<file path="config.mk">
export PLATFORM = sky130hd
export DESIGN_NAME = spi_bufwr_port
export DESIGN_NICKNAME = d
export VERILOG_FILES = /design/src/rtl/spi_bufwr_pkg.sv /design/src/rtl/spi_bufwr_sync.sv /design/src/rtl/spi_bufwr_shifter.sv /design/src/rtl/spi_bufwr_ctrl.sv /design/src/rtl/spi_bufwr_ptr.sv /design/src/rtl/spi_bufwr_port.sv
export SDC_FILE = /design/constraint.sdc
export NUM_CORES = 1
export LEC_CHECK = 0
export BUFFER_PORTS_ARGS = -buffer_cell sky130_fd_sc_hd__buf_2
export CAP_MARGIN = 20
export CORE_MARGIN = 4
export CORE_UTILIZATION = 52
export CTS_BUF_LIST = sky130_fd_sc_hd__clkbuf_8
export DETAILED_ROUTE_END_ITERATION = 8
export GPL_TIMING_DRIVEN = 1
export PLACE_DENSITY_LB_ADDON = 0.12
export SYNTH_ARGS = -nofsm -noshare
export SYNTH_HDL_FRONTEND = slang
export SYNTH_SLANG_ARGS = --single-unit
</file>
<file path="constraint.sdc">
create_clock -name clk -period 2.3 [get_ports clk]
set_input_delay 0.345 -clock clk [delete_from_list [all_inputs] [get_ports clk]]
set_output_delay 0.345 -clock clk [all_outputs]
set_load 0.02 [all_outputs]
</file>
<file path="src/rtl/spi_bufwr_pkg.sv">
// Shared constants and types for the SPI streaming buffer write port.
// Assumes an 8-Kbyte byte-wide buffer.
package spi_bufwr_pkg;
    localparam int ADDR_W  = 13;
    localparam int DATA_W  = 8;
    localparam logic [2:0] CMD_OPCODE = 3'b011;
    localparam logic [4:0] CMD_ARG    = 5'h1A;
    localparam logic [7:0] CMD_BYTE   = {CMD_OPCODE, CMD_ARG};

    typedef enum logic [1:0] {
        ST_IDLE = 2'd0,
        ST_CMD  = 2'd1,
        ST_DATA = 2'd2,
        ST_SKIP = 2'd3
    } frame_state_t;
endpackage

</file>
<file path="src/rtl/spi_bufwr_sync.sv">
// Brings SCK, CS_n and SI into the system clock domain through STAGES-deep
// flop chains and flags SCK rising edges. Assumes STAGES >= 2 and an SCK
// phase of at least two system clocks.
module spi_bufwr_sync #(
    parameter int STAGES = 2
) (
    input  logic clk,
    input  logic rst_n,
    input  logic sck_in,
    input  logic cs_n_in,
    input  logic si_in,
    output logic sck_rise,
    output logic frame_on,
    output logic si_bit
);
    logic [STAGES-1:0] sck_pipe;
    logic [STAGES-1:0] cs_pipe;
    logic [STAGES-1:0] si_pipe;
    logic              sck_prev;

    // Synchroniser chains plus one history flop for SCK edge detection.
    always_ff @(posedge clk) begin
        if (!rst_n) begin
            sck_pipe <= '0;
            cs_pipe  <= '1;
            si_pipe  <= '0;
            sck_prev <= 1'b0;
        end else begin
            sck_pipe <= {sck_pipe[STAGES-2:0], sck_in};
            cs_pipe  <= {cs_pipe[STAGES-2:0], cs_n_in};
            si_pipe  <= {si_pipe[STAGES-2:0], si_in};
            sck_prev <= sck_pipe[STAGES-1];
        end
    end

    assign sck_rise = sck_pipe[STAGES-1] & ~sck_prev;
    assign frame_on = ~cs_pipe[STAGES-1];
    assign si_bit   = si_pipe[STAGES-1];

    // Rising-edge flags never come back to back.
    assert_rise_single_R2: assert property (@(posedge clk) disable iff (!rst_n)
        sck_rise |=> !sck_rise);
endmodule

</file>
<file path="src/rtl/spi_bufwr_shifter.sv">
// Assembles serial bits into bytes, MSb first, on each synchronised SCK
// rise. It raises byte_vld for one clock per complete byte. Leaving the
// frame clears the bit count, so a partial byte is lost.
module spi_bufwr_shifter #(
    parameter int DATA_W = 8
) (
    input  logic              clk,
    input  logic              rst_n,
    input  logic              frame_on,
    input  logic              sck_rise,
    input  logic              si_bit,
    output logic              byte_vld,
    output logic [DATA_W-1:0] byte_q
);
    localparam int CNT_W = $clog2(DATA_W);
    localparam logic [CNT_W-1:0] LAST_BIT = CNT_W'(DATA_W - 1);

    logic [CNT_W-1:0]  bit_cnt;
    logic [DATA_W-1:0] shreg;
    logic [DATA_W-1:0] next_shreg;

    assign next_shreg = {shreg[DATA_W-2:0], si_bit};

    // Shift in one bit per SCK rise and publish the byte on the last bit.
    always_ff @(posedge clk) begin
        if (!rst_n || !frame_on) begin
            bit_cnt  <= '0;
            shreg    <= '0;
            byte_vld <= 1'b0;
        end else begin
            byte_vld <= 1'b0;
            if (sck_rise) begin
                shreg <= next_shreg;
                if (bit_cnt == LAST_BIT) begin
                    bit_cnt  <= '0;
                    byte_vld <= 1'b1;
                end else begin
                    bit_cnt <= bit_cnt + 1'b1;
                end
            end
        end
    end

    // Output byte register, updated only when a byte completes.
    always_ff @(posedge clk) begin
        if (!rst_n) begin
            byte_q <= '0;
        end else if (frame_on && sck_rise && bit_cnt == LAST_BIT) begin
            byte_q <= next_shreg;
        end
    end

    assert_partial_drop_R7: assert property (@(posedge clk) disable iff (!rst_n)
        !frame_on |=> (bit_cnt == '0) && !byte_vld);
    assert_byte_pulse_R10: assert property (@(posedge clk) disable iff (!rst_n)
        byte_vld |=> !byte_vld);
endmodule

</file>
<file path="src/rtl/spi_bufwr_ctrl.sv">
// Per-frame command decoder. The first byte after CS_n falls must equal
// the buffer-write command. If it does, every later byte is a write;
// otherwise the frame is skipped until CS_n rises.
module spi_bufwr_ctrl
    import spi_bufwr_pkg::*;
#(
    parameter int DATA_W = 8
) (
    input  logic              clk,
    input  logic              rst_n,
    input  logic              frame_on,
    input  logic              byte_vld,
    input  logic [DATA_W-1:0] byte_q,
    output logic              wr_strobe
);
    frame_state_t state;

    // Frame state: idle, waiting for the command byte, writing, or skipping.
    always_ff @(posedge clk) begin
        if (!rst_n || !frame_on) begin
            state <= ST_IDLE;
        end else begin
            unique case (state)
                ST_IDLE: state <= ST_CMD;
                ST_CMD: begin
                    if (byte_vld) begin
                        state <= (byte_q == DATA_W'(CMD_BYTE)) ? ST_DATA : ST_SKIP;
                    end
                end
                ST_DATA: state <= ST_DATA;
                ST_SKIP: state <= ST_SKIP;
                default: state <= ST_IDLE;
            endcase
        end
    end

    assign wr_strobe = (state == ST_DATA) && byte_vld && frame_on;

    assert_skip_sticky_R3: assert property (@(posedge clk) disable iff (!rst_n)
        (state == ST_SKIP) |=> (state != ST_DATA));
    assert_write_in_frame_R2: assert property (@(posedge clk) disable iff (!rst_n)
        wr_strobe |-> $past(frame_on));
endmodule

</file>
<file path="src/rtl/spi_bufwr_ptr.sv">
// 13-bit (ADDR_W) write pointer. A load takes priority over an increment.
// Increments wrap modulo the buffer size.
module spi_bufwr_ptr #(
    parameter int ADDR_W = 13
) (
    input  logic              clk,
    input  logic              rst_n,
    input  logic              load,
    input  logic [ADDR_W-1:0] load_val,
    input  logic              step,
    output logic [ADDR_W-1:0] ptr
);
    localparam logic [ADDR_W-1:0] TOP = '1;

    // Pointer register: load, then step, else hold.
    always_ff @(posedge clk) begin
        if (!rst_n) begin
            ptr <= '0;
        end else if (load) begin
            ptr <= load_val;
        end else if (step) begin
            ptr <= ptr + 1'b1;
        end
    end

    assert_load_R8: assert property (@(posedge clk) disable iff (!rst_n)
        load |=> ptr == $past(load_val));
    assert_wrap_R5: assert property (@(posedge clk) disable iff (!rst_n)
        (!load && step && ptr == TOP) |=> ptr == '0);
    assert_hold_R6: assert property (@(posedge clk) disable iff (!rst_n)
        (!load && !step) |=> $stable(ptr));
endmodule

</file>
<file path="src/rtl/spi_bufwr_port.sv">
// Top level: SPI slave that streams bytes into a packet buffer RAM at an
// auto-advancing write pointer. Assumes SCK is several times slower than clk.
module spi_bufwr_port
    import spi_bufwr_pkg::*;
(
    input  logic              clk,
    input  logic              rst_n,
    input  logic              sck,
    input  logic              cs_n,
    input  logic              si,
    output logic              so_oe,
    input  logic              auto_inc_en,
    input  logic              ptr_load,
    input  logic [ADDR_W-1:0] ptr_load_val,
    output logic [ADDR_W-1:0] wr_ptr,
    output logic              ram_we,
    output logic [ADDR_W-1:0] ram_addr,
    output logic [DATA_W-1:0] ram_wdata
);
    logic              sck_rise;
    logic              frame_on;
    logic              si_bit;
    logic              byte_vld;
    logic [DATA_W-1:0] byte_q;
    logic              wr_strobe;

    spi_bufwr_sync #(.STAGES(2)) sync_i (
        .clk(clk), .rst_n(rst_n), .sck_in(sck), .cs_n_in(cs_n), .si_in(si),
        .sck_rise(sck_rise), .frame_on(frame_on), .si_bit(si_bit)
    );

    spi_bufwr_shifter #(.DATA_W(DATA_W)) shift_i (
        .clk(clk), .rst_n(rst_n), .frame_on(frame_on), .sck_rise(sck_rise),
        .si_bit(si_bit), .byte_vld(byte_vld), .byte_q(byte_q)
    );

    spi_bufwr_ctrl #(.DATA_W(DATA_W)) ctrl_i (
        .clk(clk), .rst_n(rst_n), .frame_on(frame_on), .byte_vld(byte_vld),
        .byte_q(byte_q), .wr_strobe(wr_strobe)
    );

    spi_bufwr_ptr #(.ADDR_W(ADDR_W)) ptr_i (
        .clk(clk), .rst_n(rst_n), .load(ptr_load), .load_val(ptr_load_val),
        .step(wr_strobe && auto_inc_en), .ptr(wr_ptr)
    );

    assign so_oe     = 1'b0;
    assign ram_we    = wr_strobe;
    assign ram_addr  = wr_ptr;
    assign ram_wdata = byte_q;

    assert_step_after_write_R4: assert property (@(posedge clk) disable iff (!rst_n)
        (ram_we && auto_inc_en && !ptr_load) |=> wr_ptr == $past(ram_addr) + 1'b1);
endmodule

</file>
==> out/qor.csv <==
stage,metric,value,unit
status,status,finished clean,
clock_network,clk_pin_slew,0.07,ns
global_routing,antenna_found_initial,0,
clock_network,cts_sinks,41,
synthesis,syn-instance-count,211,
final_layout,area.growth.synth_to_final,19.2,%
final_layout,nNetsFinal,277,
worst_setup_path,cp.arrival,1.98,ns
route,wl_per_cell,11.8,um
clock_network,post_cts_buffers,0,
clock_network,cts_made_buffers,5,
worst_setup_path,slowest_stage,or4_1,
placement,dp.final_hpwl,2.61,mm
job,drv_cap,0,
worst_setup_path,endpoint_kind,register,
final_layout,final_core_util,63.8,%
synthesis,synth-seq-area-share,46.0,%
clock_network,cts_max_path_buffers,2,
clock_network,cts_resized,0,
synthesis,ys.warnings.count,0,
synthesis,yosysTopAreaCell,dfxtp_1,
clock_network,clockRootBuffer,clkbuf_8,
floorplan,rows,21,
route,via_count,1474,
synthesis,synthArstFlopShare,0,%
final_layout,fin_area,2130,um^2
worst_setup_path,crit_family,simple AND/OR/NAND/NOR gates,
placement,placed_cells,293,
route,ant_nets,0,
worst_setup_path,slowest_delay,0.47,ns
synthesis,synth_common_cells,"dfxtp_1, nand2_1, a21oi_1",
timing,fmax,0.567,GHz
timing,slew_viol_final,0,
placement,gp_congestion,0.840,
placement,io_buffer_count,54,
timing,hold_viol,0,
floorplan,placeableCoreArea,3340,um^2
worst_setup_path,cp_max_fo,7,
power_and_ir_drop,p_leak,0.871,nW
synthesis,synth_area_leaders,"dfxtp_1, nand2_1, a21oi_1",
global_routing,grt_max_degree,29,
clock_network,cts_tree,built,
route,drt_iter0_markers,107,
timing,period_share,76.6,%
floorplan,start_util,53.5,%
timing,fin_skew,0.00567,ns
final_layout,instances_no_fill,301,
worst_setup_path,critPathKind,register to register,
timing,tns,0,ns
synthesis,avgSynthCellArea,8.46,um^2
final_layout,drive_above_1_share,26.7,%
clock_network,htree_levels,2,
synthesis,synth.most_common_cell,dfxtp_1,
clock_network,ctsHoldBuffers,0,
global_routing,grt_pass1_wl,5.65,mm
timing,rsz0062_at_grt,no,
worst_setup_path,path_cells,nand4_2 > or3_4 > or4_1 > a31oi_1,
timing,slew-limit-headroom,56.0,%
worst_setup_path,cp-start-kind,register,
timing,setup_viol,0,
synthesis,synth_top_area_share,46.0,%
power_and_ir_drop,ir_worst_vdd,0.349,mV
synthesis,synth_edf_count,0,
global_routing,gr-total-overflow,0,
worst_setup_path,cp_num_buf_inv,0,
synthesis,ys.flop_type,dfxtp_1,
synthesis,ys_seq_elements,41,
timing,worst_slew_pin_slew,0.659,ns
global_routing,grt_pass1_vias,1325,
route,firstDrtPassIters,5,
floorplan,die_w,66.6,um
synthesis,syn_area,1790,um^2
synthesis,syn_nets,234,
floorplan,fp.dieArea,4430,um^2
clock_network,clkLatencyLatePin,0.28,ns
worst_hold_path,hp-class,input port to register,
route,drc,0,
floorplan,io_pins,56,
timing,post-route-min-period,1.76,ns
route,vias_per_cell,4.90,
worst_setup_path,worst-endpoint-required,2.51,ns
global_routing,track_usage,16.7,%
power_and_ir_drop,p_per_area,696,nW/um^2
placement,placed_cell_area,2010,um^2
final_layout,diodes,0,
route,wirelength,3.54,mm
synthesis,yosysUniqueCellTypes,31,
floorplan,die_y,66.6,um
[per-layer routing]
layer,routed length (um),track usage (%),up-vias,share of wire (%)
met5,0,0,-,0
met4,42,6.85,0,1.2
met3,208,4.72,4,5.9
met2,1730,29.0,39,49
met1,1550,18.9,638,44
li1,-,-,793,-
[layout make-up]
class                      instances  area, um^2
clock buffer                       6        82.6
clock inverter                     2        33.8
fill                             321        1210
inverter                           5        18.8
multi-input combinational        142         807
sequential                        41         821
tap                               46        57.6
timing repair buffer              59         308
[worst paths after layout]
path / from / end / slack [ns] / cells after the start
worst max register to register: ptr_i.ptr[2] / ptr_i.ptr[11] / 0.54 / 4
worst min-delay path: cs_n / sync_i.cs_pipe[0] / 0.25 / 2
worst min register to register: sync_i.cs_pipe[0] / sync_i.cs_pipe[1] / 0.41 / 1
worst max-delay path: ptr_i.ptr[2] / ptr_i.ptr[11] / 0.54 / 4
[worst register-to-register path, cell delays in order (launching register included)]
cell     delay [ns]
dfxtp_1        0.45
nand4_2        0.19
or3_4          0.42
or4_1          0.47
a31oi_1        0.16
[report_power, final]
part | switching (mW) | internal (mW)
Clock | 0.231 | 0.349
Combinational | 0.0882 | 0.0576
Sequential | 0.0240 | 0.731
Total | 0.343 | 1.14
[cells by family after synthesis]
kind of cell | synth area share [%]
xor gates and xnor gates | 4.91
and+or+nand+nor | 22.2
buffers and inverters | 8.83
AOI/OAI and AO/OA | 15.2
other | 0.210
adders and majority gates | 2.10
DFF | 46.0
muxes | 0.561
[flip-flops by register name (all words and copies together) (netlist names), 2 cells and up]
name	count
shift_i.shreg	7
shift_i.byte_q	8
sync_i.si_pipe	2
shift_i.bit_cnt	3
ptr_i.ptr	13
sync_i.cs_pipe	2
sync_i.sck_pipe	2
ctrl_i.state	2
[cell usage in the layout (no fill, tap or decap), drive strengths merged, types with 2 or more instances in the layout]
cell / count
nor3: 5
clkbuf: 6
o21ai: 13
nand2: 39
and2: 5
o31ai: 2
xnor2: 9
inv: 6
a31oi: 2
nand3: 4
buf: 59
nand4bb: 2
dfxtp: 41
nand4: 3
or4: 2
nor4: 4
nor2: 6
a21boi: 8
nand2b: 4
nor2b: 2
ha: 3
a21oi: 22
[stage by stage]
step	setup WS, ns	power [mW]	hold slack (ns)
finish	0.538	1.48	0.253
global route	0.419	1.54	0.250
detailed placement	0.557	0.920	0.395
global placement	0.597	0.918	0.400
CTS	0.536	1.50	0.246
floorplan	0.491	0.882	0.386
Note: power is estimated with default switching activity, not from simulation.
